--- src/rtl/llsum_pkg.sv ---
package llsum_pkg;

    localparam int unsigned LL_WORD_W = 8;

    typedef enum logic [2:0] {
        PH_IDLE,
        PH_HEAD,
        PH_VALUE,
        PH_POINTER,
        PH_DRAIN,
        PH_FINISHED
    } phase_e;

    typedef struct packed {
        logic clear;       // initialise all datapath registers
        logic load_ptr;    // pointer register takes memory data
        logic load_hold;   // holding register takes memory data
        logic load_vaddr;  // value-address register takes adder output
        logic load_acc;    // accumulator takes adder output
        logic addr_vaddr;  // 1: address from value-address reg, 0: from pointer reg
        logic add_acc;     // 1: adder computes acc+hold, 0: pointer+1
    } ctl_t;

    function automatic ctl_t phase_controls(input phase_e ph, input logic restart);
        ctl_t c;
        c = '0;
        c.clear = restart;
        unique case (ph)
            PH_HEAD: begin
                c.load_ptr = 1'b1;
            end
            PH_VALUE: begin
                c.load_hold  = 1'b1;
                c.load_vaddr = 1'b1;
                c.addr_vaddr = 1'b1;
            end
            PH_POINTER: begin
                c.load_ptr = 1'b1;
                c.load_acc = 1'b1;
                c.add_acc  = 1'b1;
            end
            PH_DRAIN: begin
                c.load_acc = 1'b1;
                c.add_acc  = 1'b1;
            end
            default: ;
        endcase
        return c;
    endfunction

endpackage

--- src/rtl/llsum_ctrl.sv ---
module llsum_ctrl
    import llsum_pkg::*;
(
    input  logic   clk,
    input  logic   rst,
    input  logic   start,
    input  logic   ptr_is_zero,
    output phase_e phase,
    output ctl_t   ctl,
    output logic   finished
);

    phase_e phase_q, phase_d;

    always_comb begin
        phase_d = phase_q;
        if (start) begin
            phase_d = PH_HEAD;
        end else begin
            unique case (phase_q)
                PH_HEAD:    phase_d = PH_VALUE;
                PH_VALUE:   phase_d = ptr_is_zero ? PH_DRAIN : PH_POINTER;
                PH_POINTER: phase_d = PH_VALUE;
                PH_DRAIN:   phase_d = PH_FINISHED;
                default:    phase_d = phase_q;
            endcase
        end
    end

    always_ff @(posedge clk) begin
        if (rst) phase_q <= PH_IDLE;
        else     phase_q <= phase_d;
    end

    always_comb ctl = phase_controls(phase_q, start);

    assign phase    = phase_q;
    assign finished = (phase_q == PH_FINISHED);

    AST_VALUE_THEN_POINTER: assert property (@(posedge clk) disable iff (rst)
        (phase_q == PH_VALUE && !start) |=> (phase_q == PH_POINTER || phase_q == PH_DRAIN));

    AST_FINISH_AFTER_DRAIN: assert property (@(posedge clk) disable iff (rst)
        $rose(finished) |-> ($past(phase_q) == PH_DRAIN));

endmodule

--- src/rtl/llsum_adder.sv ---
module llsum_adder #(
    parameter int unsigned W = 8
) (
    input  logic [W-1:0] op_a,
    input  logic [W-1:0] op_b,
    output logic [W-1:0] total
);
    assign total = op_a + op_b;
endmodule

--- src/rtl/llsum_dp.sv ---
module llsum_dp
    import llsum_pkg::*;
#(
    parameter int unsigned W = LL_WORD_W
) (
    input  logic         clk,
    input  logic         rst,
    input  ctl_t         ctl,
    input  logic [W-1:0] mem_rdata,
    output logic [W-1:0] mem_addr,
    output logic [W-1:0] acc,
    output logic         ptr_is_zero
);

    localparam logic [W-1:0] ONE  = W'(1);
    localparam logic [W-1:0] ZERO = '0;

    logic [W-1:0] ptr_q, vaddr_q, hold_q, acc_q;
    logic [W-1:0] add_a, add_b, add_y;

    // shared adder: pointer+1 in the value phase, acc+hold otherwise
    assign add_a = ctl.add_acc ? acc_q  : ptr_q;
    assign add_b = ctl.add_acc ? hold_q : ONE;

    llsum_adder #(.W(W)) u_adder (
        .op_a  (add_a),
        .op_b  (add_b),
        .total (add_y)
    );

    always_ff @(posedge clk) begin
        if (rst || ctl.clear) begin
            ptr_q   <= ZERO;
            vaddr_q <= ONE;
            hold_q  <= ZERO;
            acc_q   <= ZERO;
        end else begin
            if (ctl.load_ptr)   ptr_q   <= mem_rdata;
            if (ctl.load_hold)  hold_q  <= mem_rdata;
            if (ctl.load_vaddr) vaddr_q <= add_y;
            if (ctl.load_acc)   acc_q   <= add_y;
        end
    end

    assign mem_addr    = ctl.addr_vaddr ? vaddr_q : ptr_q;
    assign acc         = acc_q;
    assign ptr_is_zero = (ptr_q == ZERO);

    AST_VADDR_TRACKS_PTR: assert property (@(posedge clk) disable iff (rst)
        ($past(ctl.load_vaddr) && !$past(ctl.clear)) |-> (vaddr_q == $past(ptr_q) + ONE));

    AST_CLEAR_ZEROES_ACC: assert property (@(posedge clk) disable iff (rst)
        ctl.clear |=> (acc_q == ZERO));

endmodule

--- src/rtl/llsum_engine.sv ---
module llsum_engine
    import llsum_pkg::*;
#(
    parameter int unsigned W = LL_WORD_W
) (
    input  logic         clk,
    input  logic         rst,
    input  logic         start,
    output logic         done,
    output logic [W-1:0] result,
    output logic [W-1:0] mem_addr,
    input  logic [W-1:0] mem_rdata
);

    phase_e phase;
    ctl_t   ctl;
    logic   ptr_is_zero;

    llsum_ctrl u_ctrl (
        .clk         (clk),
        .rst         (rst),
        .start       (start),
        .ptr_is_zero (ptr_is_zero),
        .phase       (phase),
        .ctl         (ctl),
        .finished    (done)
    );

    llsum_dp #(.W(W)) u_dp (
        .clk         (clk),
        .rst         (rst),
        .ctl         (ctl),
        .mem_rdata   (mem_rdata),
        .mem_addr    (mem_addr),
        .acc         (result),
        .ptr_is_zero (ptr_is_zero)
    );

    AST_HEAD_FETCH_ZERO: assert property (@(posedge clk) disable iff (rst)
        start |=> (mem_addr == '0));

    AST_RESTART_DROPS_DONE: assert property (@(posedge clk) disable iff (rst)
        start |=> !done);

    AST_DONE_HOLDS: assert property (@(posedge clk) disable iff (rst)
        (done && !start) |=> (done && $stable(result)));

endmodule

--- config.mk ---
export PLATFORM = sky130hd
export DESIGN_NAME = llsum_engine
export DESIGN_NICKNAME = d
export VERILOG_FILES = /design/src/rtl/llsum_pkg.sv /design/src/rtl/llsum_ctrl.sv /design/src/rtl/llsum_adder.sv /design/src/rtl/llsum_dp.sv /design/src/rtl/llsum_engine.sv
export SDC_FILE = /design/constraint.sdc
export NUM_CORES = 1
export LEC_CHECK = 0
export BUFFER_PORTS_ARGS = -buffer_cell sky130_fd_sc_hd__clkbuf_2
export CORE_AREA = 2 2 59 75
export CTS_CLUSTER_SIZE = 14
export DETAILED_ROUTE_END_ITERATION = 10
export DIE_AREA = 0 0 61 77
export GPL_TIMING_DRIVEN = 0
export PLACE_DENSITY_LB_ADDON = 0.2
export SYNTH_ARGS = -nofsm -noshare
export SYNTH_HDL_FRONTEND = slang
export SYNTH_HIERARCHICAL = 1
export SYNTH_SLANG_ARGS = --single-unit
--- constraint.sdc ---
create_clock -name clk -period 3.2 [get_ports clk]
set_input_delay 0.48 -clock clk [delete_from_list [all_inputs] [get_ports clk]]
set_output_delay 0.48 -clock clk [all_outputs]
set_load 0.05 [all_outputs]
==> load_flow_metrics.sql <==
INSERT INTO impl_metrics (metric_group, metric, value, unit) VALUES
('run_status', 'run_status', 'finished, final reports clean', ''),
('sta', 'finalSetupViolCount', '0', ''),
('placed_design', 'place_area', '2120', 'um2'),
('sta', 'finalClockSkew', '0.00425', 'ns'),
('placed_design', 'dp.final_hpwl', '3.09', 'mm'),
('logic_synthesis', 'post-synth-top-count-cell', 'nor2_1', ''),
('logic_synthesis', 'yosys_warnings', '6', ''),
('floorplan', 'floorplan.die.height', '77', 'um'),
('logic_synthesis', 'syn-mean-instance-area', '9.57', 'um2'),
('route', 'ant_nets', '0', ''),
('worst_setup_path', 'timing.critical_path.required', '3.38', 'ns'),
('finish', 'drive_above_1_share', '0.289', ''),
('sta', 'final_slew_violations', '0', ''),
('sta', 'min_period_over_period', '0.914', ''),
('route', 'mean_routed_wirelength_per_cell', '14.4', 'um'),
('route', 'detailedRoute.firstPassIterationCount', '4', ''),
('global_routing', 'grt_pass1_wl', '6.75', 'mm'),
('logic_synthesis', 'synth_top_cell_by_area', 'dfxtp_1', ''),
('floorplan', 'die_area', '4700', 'um2'),
('placed_design', 'pre_cts_ws', '0.333', 'ns'),
('worst_setup_path', 'timing.critical_path.slowest_stage_cell', 'dfxtp_1', ''),
('worst_setup_path', 'path_delay_family', 'compound AO/OA/AOI/OAI gates', ''),
('global_routing', 'antenna_found_initial', '0', ''),
('power_and_ir_drop', 'ir_worst_vdd', '0.276', 'mV'),
('clock_tree', 'ctsRootBufferMaster', 'clkbuf_8', ''),
('worst_setup_path', 'critPathKind', 'reg2reg', ''),
('sta', 'finalHoldViolCount', '0', ''),
('power_and_ir_drop', 'power-per-cell-area', '450', 'nW/um2'),
('global_routing', 'grt_remaining_overflow', '0', ''),
('clock_tree', 'cts_resized', '0', ''),
('sta', 'rsz0062_at_grt', 'no', ''),
('placed_design', 'gp_congestion', '0.866', ''),
('logic_synthesis', 'synth.area.top_cells', 'dfxtp_1 (37%), mux2i_1 (16%), mux2_2 (8.8%)', ''),
('floorplan', 'ios', '28', ''),
('logic_synthesis', 'sequential_share_of_the_synthesized_area', '0.366', ''),
('clock_tree', 'clock-sinks', '35', ''),
('sta', 'final_period_minus_worst_setup_slack', '2.92', 'ns'),
('placed_design', 'port-buffer-count', '27', ''),
('min_path', 'holdCritPathClass', 'in2reg', ''),
('finish', 'fin_area', '2260', 'um2'),
('placed_design', 'placed_cells', '283', ''),
('clock_tree', 'cts.reportedPaths.clkPinSlew', '0.07', 'ns'),
('power_and_ir_drop', 'power_leakage', '0.935', 'nW'),
('finish', 'antenna_cells_inserted', '0', ''),
('sta', 'maxSlewHeadroom', '0.727', ''),
('finish', 'num-fill-cells', '393', ''),
('floorplan', 'coreArea', '4000', 'um2'),
('worst_setup_path', 'cp_data_arrival_time', '3.11', 'ns'),
('clock_tree', 'cts_setup_buffers', '0', ''),
('logic_synthesis', 'syn_inst', '200', ''),
('global_routing', 'grt_start_max_net_pins', '13', ''),
('route', 'via_per_inst', '5.15', ''),
('worst_setup_path', 'crit_fanout', '10', ''),
('logic_synthesis', 'number_of_enable_type_register_cells_in_the_synthesized_netlist', '0', ''),
('route', 'wl', '4.18', 'mm'),
('sta', 'timing.setup.tns', '0', 'ns'),
('flow_run', 'timing.max_cap.violations', '0', ''),
('floorplan', 'initial_utilization', '0.478', ''),
('global_routing', 'global_route.usage.total', '0.196', ''),
('route', 'detailedRoute.firstIterationViolations', '81', ''),
('logic_synthesis', 'yosysTopAreaCellShare', '0.366', ''),
('logic_synthesis', 'ys_dominant_reg_cell', 'dfxtp_1', ''),
('worst_setup_path', 'setup.worst_path.end_class', 'flop', ''),
('clock_tree', 'numCtsBuffers', '5', ''),
('finish', 'layoutNonFillerInstCount', '291', ''),
('worst_setup_path', 'timing.critical_path.slowest_cell_delay', '0.43', 'ns'),
('global_routing', 'grt_pass1_vias', '1416', ''),
('logic_synthesis', 'synth_commonest_cells', 'nor2_1 (37), dfxtp_1 (35), mux2i_1 (31), mux2_2 (15), buf_2 (10)', ''),
('clock_tree', 'clock_path_buffers', '2', ''),
('floorplan', 'placementRows', '26', ''),
('worst_setup_path', 'buffers_inverters_on_critical_path', '2', '');
==> placed cells by master (no fill, tap or decap), types with 2 or more instances in the layout <==
| cell | count |
|---|---|
| a211oi_1 | 2 |
| a21oi_1 | 6 |
| and2_1 | 7 |
| buf_2 | 10 |
| buf_4 | 4 |
| bufinv_16 | 2 |
| clkbuf_2 | 27 |
| clkbuf_8 | 5 |
| dfxtp_1 | 35 |
| ha_1 | 7 |
| inv_1 | 6 |
| mux2_2 | 15 |
| mux2i_1 | 31 |
| nand2_1 | 2 |
| nand2b_1 | 4 |
| nor2_1 | 37 |
| nor2b_1 | 2 |
| nor3_1 | 2 |
| o211ai_1 | 3 |
| o21ai_0 | 2 |
| or4_1 | 2 |
| xnor2_1 | 2 |
| xor2_1 | 2 |
==> state kept, by name, summed over array words and instances, names as in the netlist <==
signal,count
u_dp/hold_q,8
u_dp/acc,8
u_dp/ptr_q,8
u_ctrl/phase,3
u_dp/vaddr_q,8
==> path summary, 6_finish.rpt <==
path / from / endpoint / slack, ns / cells after the start
min: rst / u_ctrl/phase[1] / 0.40 / 2
max reg2reg: u_ctrl/phase[0] / u_dp/vaddr_q[6] / 0.28 / 11
min reg2reg: u_dp/hold_q[1] / u_dp/hold_q[1] / 0.49 / 2
max: u_ctrl/phase[0] / u_dp/vaddr_q[6] / 0.28 / 11
==> cell type report <==
type	instances	area, um2	area share
Inverter	6	22.5	0.00998
Multi-Input combinational cell	144	1110	0.491
Tap cell	56	70.1	0.0311
Sequential cell	35	701	0.311
Clock buffer	5	68.8	0.0305
Buffer	15	83.8	0.0372
Timing Repair Buffer	27	135	0.0599
Clock inverter	3	67.6	0.0300
==> kinds of logic after synthesis <==
family	share of synthesized area
AOI/OAI and AO/OA	0.0837
DFF	0.366
buffers and inverters	0.0556
adders and majority gates	0.0562
xor gates and xnor gates	0.0183
muxes	0.256
and+or+nand+nor	0.164
==> metal layers <==
layer	GRT usage	wire, um
met2	0.319	2030
met3	0.0506	186
met1	0.245	1910
met4	0.0652	61
met5	0	0
==> stage by stage <==
step,hold WS (ns),utilization,power [mW]
finish,0.404,0.564,1.02
global route,0.408,0.564,1.05
CTS,0.400,0.564,1.02
detailed placement,0.475,0.530,0.542
global placement,0.466,0.530,0.542
floorplan,0.451,-,0.517
==> report_power, final <==
group | switching [mW] | internal (mW)
clock network | 0.173 | 0.311
registers | 0.00611 | 0.440
logic | 0.0504 | 0.0351
(Power assumes the default switching activity.)
